<file path="src/rtl/wdfc_pkg.sv">
package wdfc_pkg;
  localparam int unsigned DW = 16;
  localparam int unsigned AW = 2;

  localparam logic [AW-1:0] A_CFG  = 2'd0;
  localparam logic [AW-1:0] A_STAT = 2'd1;
  localparam logic [AW-1:0] A_FLAG = 2'd2;

  localparam int unsigned F_BAD    = 0;
  localparam int unsigned F_LIMIT  = 1;
  localparam int unsigned F_STPASS = 2;
  localparam int unsigned NFLAG    = 3;

  localparam int unsigned CFG_RLIM_LSB  = 0;
  localparam int unsigned CFG_FLIM_LSB  = 4;
  localparam int unsigned CFG_PULSE_LSB = 8;

  localparam int unsigned ST_RCNT_LSB = 0;
  localparam int unsigned ST_RLIM_LSB = 4;
  localparam int unsigned ST_FCNT_LSB = 8;

  typedef struct packed {
    logic vld;
    logic good;
  } wd_evt_t;
endpackage

</file>
<file path="src/rtl/wdfc_counters.sv">
module wdfc_counters
  import wdfc_pkg::*;
#(
  parameter int unsigned RCW      = 3,
  parameter int unsigned FCW      = 3,
  parameter int unsigned PW       = 8,
  parameter int unsigned RLIM_DEF = 6
) (
  input  logic           clk,
  input  logic           rst,
  input  wd_evt_t        evt,
  input  logic [RCW-1:0] rlim,
  input  logic [FCW-1:0] flim,
  input  logic [PW-1:0]  pulse_len,
  output logic [RCW-1:0] rcnt_o,
  output logic [FCW-1:0] fcnt_o,
  output logic           fail_safe_o,
  output logic           reset_req_o,
  output logic           limit_hit_o
);
  localparam logic [RCW-1:0] RCNT_RST = RCW'(RLIM_DEF - 1);
  localparam logic [FCW-1:0] FCNT_RST = FCW'(1);

  logic [RCW-1:0] rcnt_q, rcnt_d;
  logic [FCW-1:0] fcnt_q, fcnt_d;
  logic [PW-1:0]  pulse_q;
  logic           fs_q;
  logic           hit;

  always_comb begin
    rcnt_d = rcnt_q;
    fcnt_d = fcnt_q;
    if (evt.vld) begin
      if (evt.good) begin
        if (rcnt_q >= rlim) begin
          rcnt_d = '0;
          if (fcnt_q != '0) fcnt_d = fcnt_q - 1'b1;
        end else begin
          rcnt_d = rcnt_q + 1'b1;
        end
      end else begin
        rcnt_d = '0;
        if (fcnt_q < flim) fcnt_d = fcnt_q + 1'b1;
      end
    end
  end

  assign hit = evt.vld && !evt.good && (fcnt_q < flim) && (fcnt_d >= flim);

  always_ff @(posedge clk) begin
    if (rst) begin
      rcnt_q  <= RCNT_RST;
      fcnt_q  <= FCNT_RST;
      pulse_q <= '0;
      fs_q    <= 1'b0;
    end else begin
      rcnt_q <= rcnt_d;
      fcnt_q <= fcnt_d;
      fs_q   <= (fcnt_d >= flim);
      if (hit)
        pulse_q <= pulse_len;
      else if (pulse_q != '0)
        pulse_q <= pulse_q - 1'b1;
    end
  end

  assign rcnt_o      = rcnt_q;
  assign fcnt_o      = fcnt_q;
  assign fail_safe_o = fs_q;
  assign reset_req_o = (pulse_q != '0);
  assign limit_hit_o = hit;


  good_step_chk: assert property (@(posedge clk) disable iff (rst)
    (evt.vld && evt.good && rcnt_q < rlim) |=> (rcnt_q == $past(rcnt_q) + 1'b1));


  wind_down_chk: assert property (@(posedge clk) disable iff (rst)
    (evt.vld && evt.good && rcnt_q >= rlim && fcnt_q != '0)
      |=> (rcnt_q == '0 && fcnt_q == $past(fcnt_q) - 1'b1));


  bad_clear_chk: assert property (@(posedge clk) disable iff (rst)
    (evt.vld && !evt.good) |=> (rcnt_q == '0));


  pulse_start_chk: assert property (@(posedge clk) disable iff (rst)
    (hit && pulse_len != '0) |=> (reset_req_o && fail_safe_o));
endmodule

</file>
<file path="src/rtl/wdfc_phase.sv">
module wdfc_phase
  import wdfc_pkg::*;
#(
  parameter int unsigned ST_CYCLES = 12
) (
  input  logic    clk,
  input  logic    rst,
  input  wd_evt_t evt,
  output logic    init_open_o,
  output logic    st_busy_o,
  output logic    st_pass_o
);
  localparam int unsigned STW = $clog2(ST_CYCLES + 1);
  localparam logic [STW-1:0] ST_LOAD = STW'(ST_CYCLES);

  logic           init_q;
  logic [STW-1:0] st_q;
  logic           close;

  assign close = init_q && evt.vld && evt.good;

  always_ff @(posedge clk) begin
    if (rst) begin
      init_q <= 1'b1;
      st_q   <= '0;
    end else begin
      if (close) init_q <= 1'b0;
      if (close)
        st_q <= ST_LOAD;
      else if (st_q != '0)
        st_q <= st_q - 1'b1;
    end
  end

  assign init_open_o = init_q;
  assign st_busy_o   = (st_q != '0);
  assign st_pass_o   = (st_q == STW'(1));


  busy_after_init_chk: assert property (@(posedge clk) disable iff (rst)
    st_busy_o |-> !init_open_o);


  start_on_close_chk: assert property (@(posedge clk) disable iff (rst)
    $fell(init_open_o) |-> st_busy_o);
endmodule

</file>
<file path="src/rtl/wdfc_regs.sv">
module wdfc_regs
  import wdfc_pkg::*;
#(
  parameter int unsigned RCW       = 3,
  parameter int unsigned FCW       = 3,
  parameter int unsigned PW        = 8,
  parameter int unsigned RLIM_DEF  = 6,
  parameter int unsigned FLIM_DEF  = 4,
  parameter int unsigned PULSE_DEF = 8
) (
  input  logic           clk,
  input  logic           rst,
  input  logic           wr,
  input  logic [AW-1:0]  addr,
  input  logic [DW-1:0]  wdata,
  input  wd_evt_t        evt,
  input  logic           limit_hit,
  input  logic           st_pass,
  input  logic           init_open,
  input  logic [RCW-1:0] rcnt,
  input  logic [FCW-1:0] fcnt,
  output logic [RCW-1:0] rlim_o,
  output logic [FCW-1:0] flim_o,
  output logic [PW-1:0]  pulse_o,
  output logic [DW-1:0]  rdata_o
);
  logic [RCW-1:0]   rlim_q;
  logic [FCW-1:0]   flim_q;
  logic [PW-1:0]    pulse_q;
  logic [NFLAG-1:0] flags_q, set_v, clr_v;
  logic [DW-1:0]    rd_d, rd_q;
  logic             cfg_we;

  assign cfg_we = wr && init_open && (addr == A_CFG);

  always_comb begin
    set_v           = '0;
    set_v[F_BAD]    = evt.vld && !evt.good;
    set_v[F_LIMIT]  = limit_hit;
    set_v[F_STPASS] = st_pass;
    clr_v = (wr && addr == A_FLAG) ? wdata[NFLAG-1:0] : '0;
  end

  always_comb begin
    rd_d = '0;
    case (addr)
      A_CFG: begin
        rd_d[CFG_RLIM_LSB  +: RCW] = rlim_q;
        rd_d[CFG_FLIM_LSB  +: FCW] = flim_q;
        rd_d[CFG_PULSE_LSB +: PW]  = pulse_q;
      end
      A_STAT: begin
        rd_d[ST_RCNT_LSB +: RCW] = rcnt;
        rd_d[ST_RLIM_LSB +: RCW] = rlim_q;
        rd_d[ST_FCNT_LSB +: FCW] = fcnt;
      end
      A_FLAG:  rd_d[NFLAG-1:0] = flags_q;
      default: rd_d = '0;
    endcase
  end

  always_ff @(posedge clk) begin
    if (rst) begin
      rlim_q  <= RCW'(RLIM_DEF);
      flim_q  <= FCW'(FLIM_DEF);
      pulse_q <= PW'(PULSE_DEF);
      flags_q <= '0;
      rd_q    <= '0;
    end else begin
      if (cfg_we) begin
        rlim_q  <= wdata[CFG_RLIM_LSB  +: RCW];
        flim_q  <= wdata[CFG_FLIM_LSB  +: FCW];
        pulse_q <= wdata[CFG_PULSE_LSB +: PW];
      end
      flags_q <= (flags_q & ~clr_v) | set_v;
      rd_q    <= rd_d;
    end
  end

  assign rlim_o  = rlim_q;
  assign flim_o  = flim_q;
  assign pulse_o = pulse_q;
  assign rdata_o = rd_q;


  cfg_lock_chk: assert property (@(posedge clk) disable iff (rst)
    (!init_open && wr && addr == A_CFG)
      |=> ($stable(rlim_q) && $stable(flim_q) && $stable(pulse_q)));


  set_wins_chk: assert property (@(posedge clk) disable iff (rst)
    (set_v != '0) |=> ((flags_q & $past(set_v)) == $past(set_v)));
endmodule

</file>
<file path="src/rtl/wdfc_top.sv">
module wdfc_top
  import wdfc_pkg::*;
#(
  parameter int unsigned RCW       = 3,
  parameter int unsigned FCW       = 3,
  parameter int unsigned PW        = 8,
  parameter int unsigned RLIM_DEF  = 6,
  parameter int unsigned FLIM_DEF  = 4,
  parameter int unsigned PULSE_DEF = 8,
  parameter int unsigned ST_CYCLES = 12
) (
  input  logic        clk,
  input  logic        rst,
  input  logic        wd_refresh,
  input  logic        wd_good,
  input  logic        reg_wr,
  input  logic [1:0]  reg_addr,
  input  logic [15:0] reg_wdata,
  output logic [15:0] reg_rdata,
  output logic        fail_safe_o,
  output logic        reset_req_o,
  output logic        init_phase_o,
  output logic        selftest_busy_o
);
  wd_evt_t        evt;
  logic [RCW-1:0] rlim, rcnt;
  logic [FCW-1:0] flim, fcnt;
  logic [PW-1:0]  pulse_len;
  logic           limit_hit, st_pass, init_open;

  assign evt.vld  = wd_refresh;
  assign evt.good = wd_good;

  wdfc_counters #(
    .RCW(RCW), .FCW(FCW), .PW(PW), .RLIM_DEF(RLIM_DEF)
  ) u_cnt (
    .clk(clk), .rst(rst), .evt(evt),
    .rlim(rlim), .flim(flim), .pulse_len(pulse_len),
    .rcnt_o(rcnt), .fcnt_o(fcnt),
    .fail_safe_o(fail_safe_o), .reset_req_o(reset_req_o),
    .limit_hit_o(limit_hit)
  );

  wdfc_phase #(.ST_CYCLES(ST_CYCLES)) u_phase (
    .clk(clk), .rst(rst), .evt(evt),
    .init_open_o(init_open), .st_busy_o(selftest_busy_o),
    .st_pass_o(st_pass)
  );

  wdfc_regs #(
    .RCW(RCW), .FCW(FCW), .PW(PW),
    .RLIM_DEF(RLIM_DEF), .FLIM_DEF(FLIM_DEF), .PULSE_DEF(PULSE_DEF)
  ) u_regs (
    .clk(clk), .rst(rst), .wr(reg_wr), .addr(reg_addr), .wdata(reg_wdata),
    .evt(evt), .limit_hit(limit_hit), .st_pass(st_pass),
    .init_open(init_open), .rcnt(rcnt), .fcnt(fcnt),
    .rlim_o(rlim), .flim_o(flim), .pulse_o(pulse_len),
    .rdata_o(reg_rdata)
  );

  assign init_phase_o = init_open;
endmodule

</file>
<file path="config.mk">
export PLATFORM = sky130hd
export DESIGN_NAME = wdfc_top
export DESIGN_NICKNAME = d
export VERILOG_FILES = /design/src/rtl/wdfc_pkg.sv /design/src/rtl/wdfc_counters.sv /design/src/rtl/wdfc_phase.sv /design/src/rtl/wdfc_regs.sv /design/src/rtl/wdfc_top.sv
export SDC_FILE = /design/constraint.sdc
export NUM_CORES = 1
export LEC_CHECK = 0
export BUFFER_PORTS_ARGS = -buffer_cell sky130_fd_sc_hd__buf_2
export CORE_ASPECT_RATIO = 0.75
export CORE_MARGIN = 3
export CORE_UTILIZATION = 30
export CTS_BUF_LIST = sky130_fd_sc_hd__clkbuf_16
export CTS_CLUSTER_DIAMETER = 60
export DETAILED_ROUTE_END_ITERATION = 12
export REMOVE_ABC_BUFFERS = 1
export SLEW_MARGIN = 20
export SYNTH_ARGS = -nofsm -noshare
export SYNTH_HDL_FRONTEND = slang
export SYNTH_SLANG_ARGS = --single-unit
</file>
<file path="constraint.sdc">
create_clock -name clk -period 6 [get_ports clk]
set_clock_uncertainty 0.15 [all_clocks]
set_input_delay 0 -clock clk [delete_from_list [all_inputs] [get_ports clk]]
set_output_delay 0 -clock clk [all_outputs]
set_load 0.03 [all_outputs]
</file>
==> impl_summary.txt <==
----------------------------------------------------
[Status]
  Result of the run ... finished clean

[STA]
  Fin. Hold Viols ... 0
  Endpoints failing setup ... 0
  Fraction of the cycle the final worst path needs ... 0.584
  Setup repair after global routing missed its margin ... no
  Max Transition Viols Final ... 0
  Tmin final ... 3500 ps
  Worst slew margin relative to its limit ... 0.358
  Total negative slack for setup checks ... 0 ps
  Pin slew with the least headroom to its limit ... 962 ps
  FMAX ... 0.285 GHz

[Power and ir drop]
  Power density normalized to cell area ... 361 mW/mm^2
  Total power of the final layout ... 1.10 mW
  Clock group share of total power ... 0.267
  Switching power ... 0.396 mW
  Switching Fraction ... 0.358
  Proportion of power drawn by combinational gates ... 0.338
  Largest vdd supply drop ... 0.145 mV
  Leakage component of the power ... 1.32 nW
  Pint ... 0.709 mW
  Part of the power in registers ... 0.395

[Placed design]
  Detailed placement HPWL ... 4.36 mm
  Port Buf Inserts ... 38
  Routability cong. ... 0.814

[Logic synthesis]
  Most common flop cell mapped by yosys ... dfxtp_1
  Mean instance size in the synthesized netlist ... 8.57 sq um
  Synth Register Bits ... 51
  Number of distinct library cells after synthesis ... 50
  Number of enable flip-flop cells after synthesis ... 0
  Leading cell types by total area after synthesis ... dfxtp_1 41%, ha_1 8.1%, nand2_1 6.5%, a21oi_1 5.5%, mux2i_1 4.4%
  Proportion of synthesized chip area in sequential cells ... 0.412
  Count of mapped cells out of synthesis ... 289
  Synthesis Warnings ... 0
  Share of synthesized flip-flops with an asynchronous set or reset ... 0
  Cell area after technology mapping ... 0.00248 sq mm
  Share of the synthesized area in the top cell type ... 0.412
  Dominant cell type by area after synthesis ... dfxtp_1

[Setup path]
  Worst reg-to-reg path cell count ... 11
  Critical path fanouts, max ... 9
  Arrival time of the worst setup path ... 3560 ps
  Nature of the critical path endpoint ... register
  Sort of element at the start of the critical path ... register
  Crit path kind ... register to register
  Worst endpoint required time ... 6060 ps

[Clock tree]
  Sinks on Clock Net ... 51
  H-tree levels ... 2
  Number of instances resized during post-cts repair ... 0
  Clock Latency Late Sink ... 290 ps
  Deepest clock path buffer count ... 2
  Post-CTS clock slew at the launch and capture registers of the worst setup and hold paths ... 70 ps
  Setup repair bufs after CTS ... 0
  Inserted Clock Buffers ... 5
  Root cell of the clock tree ... clkbuf_16
  TritonCTS clock tree ... yes

[Final layout]
  Number of antenna cells inserted ... 0
  Most frequent cells in the layout ... 51 x dfxtp_1, 43 x nand2_1, 38 x buf_2
  Number of nets in the finished design ... 375
  Commonest non-fill, non-tap cell in the layout ... dfxtp_1
  Proportion of layout cells with a drive suffix above 1 ... 0.157
  Layout overhead on the synthesized area ... 23.7%

[Routing]
  Met3 layer wire length in the routed design ... 366 um
  DRC ... 0
  Via density per instance ... 4.90
  Total Wirelength ... 5.95 mm
  Number of DRC violations after detailed-routing iteration 0 ... 126
  Number of detailed-routing iterations run before antenna repair ... 4
  Antenna-violating nets left ... 0
  Wire length on met2 ... 2.41 mm
  Number of vias after detailed routing ... 2165
  Average wire per cell in the routed design ... 13.5 um
  Met1 WL ... 3.15 mm
  Topmost layer with routed signal wires ... met4

[GRT]
  Largest net degree at the start of global routing ... 36
  GRT Overall Usage ... 0.128
  Antenna violations before repair ... 0
  Wire length of the first global-routing pass ... 9.90 mm
  Via count of the first global-routing pass ... 2051
  Global route total overflow ... 0

[Die]
  Area of the core region ... 0.00795 sq mm
  Height of the die ... 84.7 um
  Number of ports placed on the die boundary ... 43
  Initial core utilization ... 0.311
  Std-Cell Rows ... 28
  Full die area ... 0.00939 sq mm
  Die width ... 111 um

[Hold path]
  Hold Path Stages ... 3
  Path class of the lowest-slack min-delay path ... primary input to register

[Run]
  Max cap viols ... 0

----------------------------------------------------
## timing repair
item,4_1_cts,5_1_grt
hold buffers,16,0
endpoints found under the hold margin,20,0
endpoints found under the setup margin,0,0
## cell usage after synthesis (4+ instances only)
| master | count |
|---|---|
| a21oi_1 | 27 |
| and2_1 | 5 |
| clkbuf_1 | 9 |
| dfxtp_1 | 51 |
| ha_1 | 16 |
| inv_1 | 15 |
| mux2i_1 | 11 |
| nand2_1 | 43 |
| nand3_1 | 8 |
| nor2_1 | 22 |
| nor2b_1 | 4 |
| nor3_1 | 5 |
| o211ai_1 | 7 |
| o21ai_0 | 7 |
| o31ai_1 | 5 |
## final timing paths
check                                       start                end  slack, ps
worst max-delay path             u_regs.flim_o[2]   u_cnt.pulse_q[6]       2500
worst min-delay path                  reg_addr[0]  u_regs.rdata_o[6]         40
worst max register to register   u_regs.flim_o[2]   u_cnt.pulse_q[6]       2500
worst min register to register  u_regs.flags_q[1]  u_regs.flags_q[1]        320
## stage by stage
stage | util | setup WS [ps] | hold WS, ps | std cells | cell area [sq um]
final | 0.385 | 2500 | 43.6 | 442 | 3060
after global routing | 0.385 | 2210 | 51.7 | 442 | 3060
after CTS | 0.385 | 2510 | 44.0 | 442 | 3060
after detailed placement | 0.346 | 2510 | 76.6 | 418 | 2750
after global placement | 0.346 | 2630 | 85.3 | 418 | 2750
after floorplan | - | 3110 | -80.9 | 275 | 2410
## layout make-up
class	count	area, sq um
fill	797	4890
clock buffer	5	125
sequential	51	1020
timing repair buffer	54	350
tap	105	131
inverter	15	56.3
multi-input combinational	209	1350
clock inverter	3	28.8
## power groups by stage
stage / Clock [mW] / Sequential, mW / Combinational [mW]
finish: 0.295 / 0.436 / 0.373
global route: 0.318 / 0.442 / 0.422
CTS: 0.305 / 0.435 / 0.374
detailed placement: 0 / 0.442 / 0.365
global placement: 0 / 0.440 / 0.359
floorplan: 0 / 0.439 / 0.275
## cell families after synthesis
kind of cell / synth area share
mux: 0.0445
flops: 0.412
xor+xnor: 0.0177
simple gates: 0.206
fa+ha+maj: 0.0808
buf+inv: 0.0500
compound gates: 0.187
other cells: 0.00151
## layer usage
metal | global-route usage | vias to the layer above
met2 | 0.187 | 57
met1 | 0.189 | 997
li1 | - | 1109
met4 | 0.0302 | 0
met3 | 0.0324 | 2
met5 | 0 | -
## worst max-delay path, cell delays in order (launching register included)
cell and delay, ps:
dfxtp_1 330, inv_1 90, ha_1 370, a211oi_1 450
o211ai_2 320, o31ai_1 240, xnor2_1 120, ha_1 290
nor2b_1 50, o21ai_0 530, nand2_1 230, a311oi_1 240
## flip-flops by register name (all words and copies together) (netlist names)
name                 flops
u_cnt.pulse_q            8
u_cnt.rcnt_o             3
u_regs.flags_q           3
u_regs.rlim_o            3
u_cnt.fail_safe_o        1
u_regs.rdata_o          14
u_regs.pulse_o           8
u_regs.flim_o            3
u_phase.st_q             4
u_cnt.fcnt_o             3
u_phase.init_open_o      1
No activity file was read; power rests on OpenSTA's default activity.
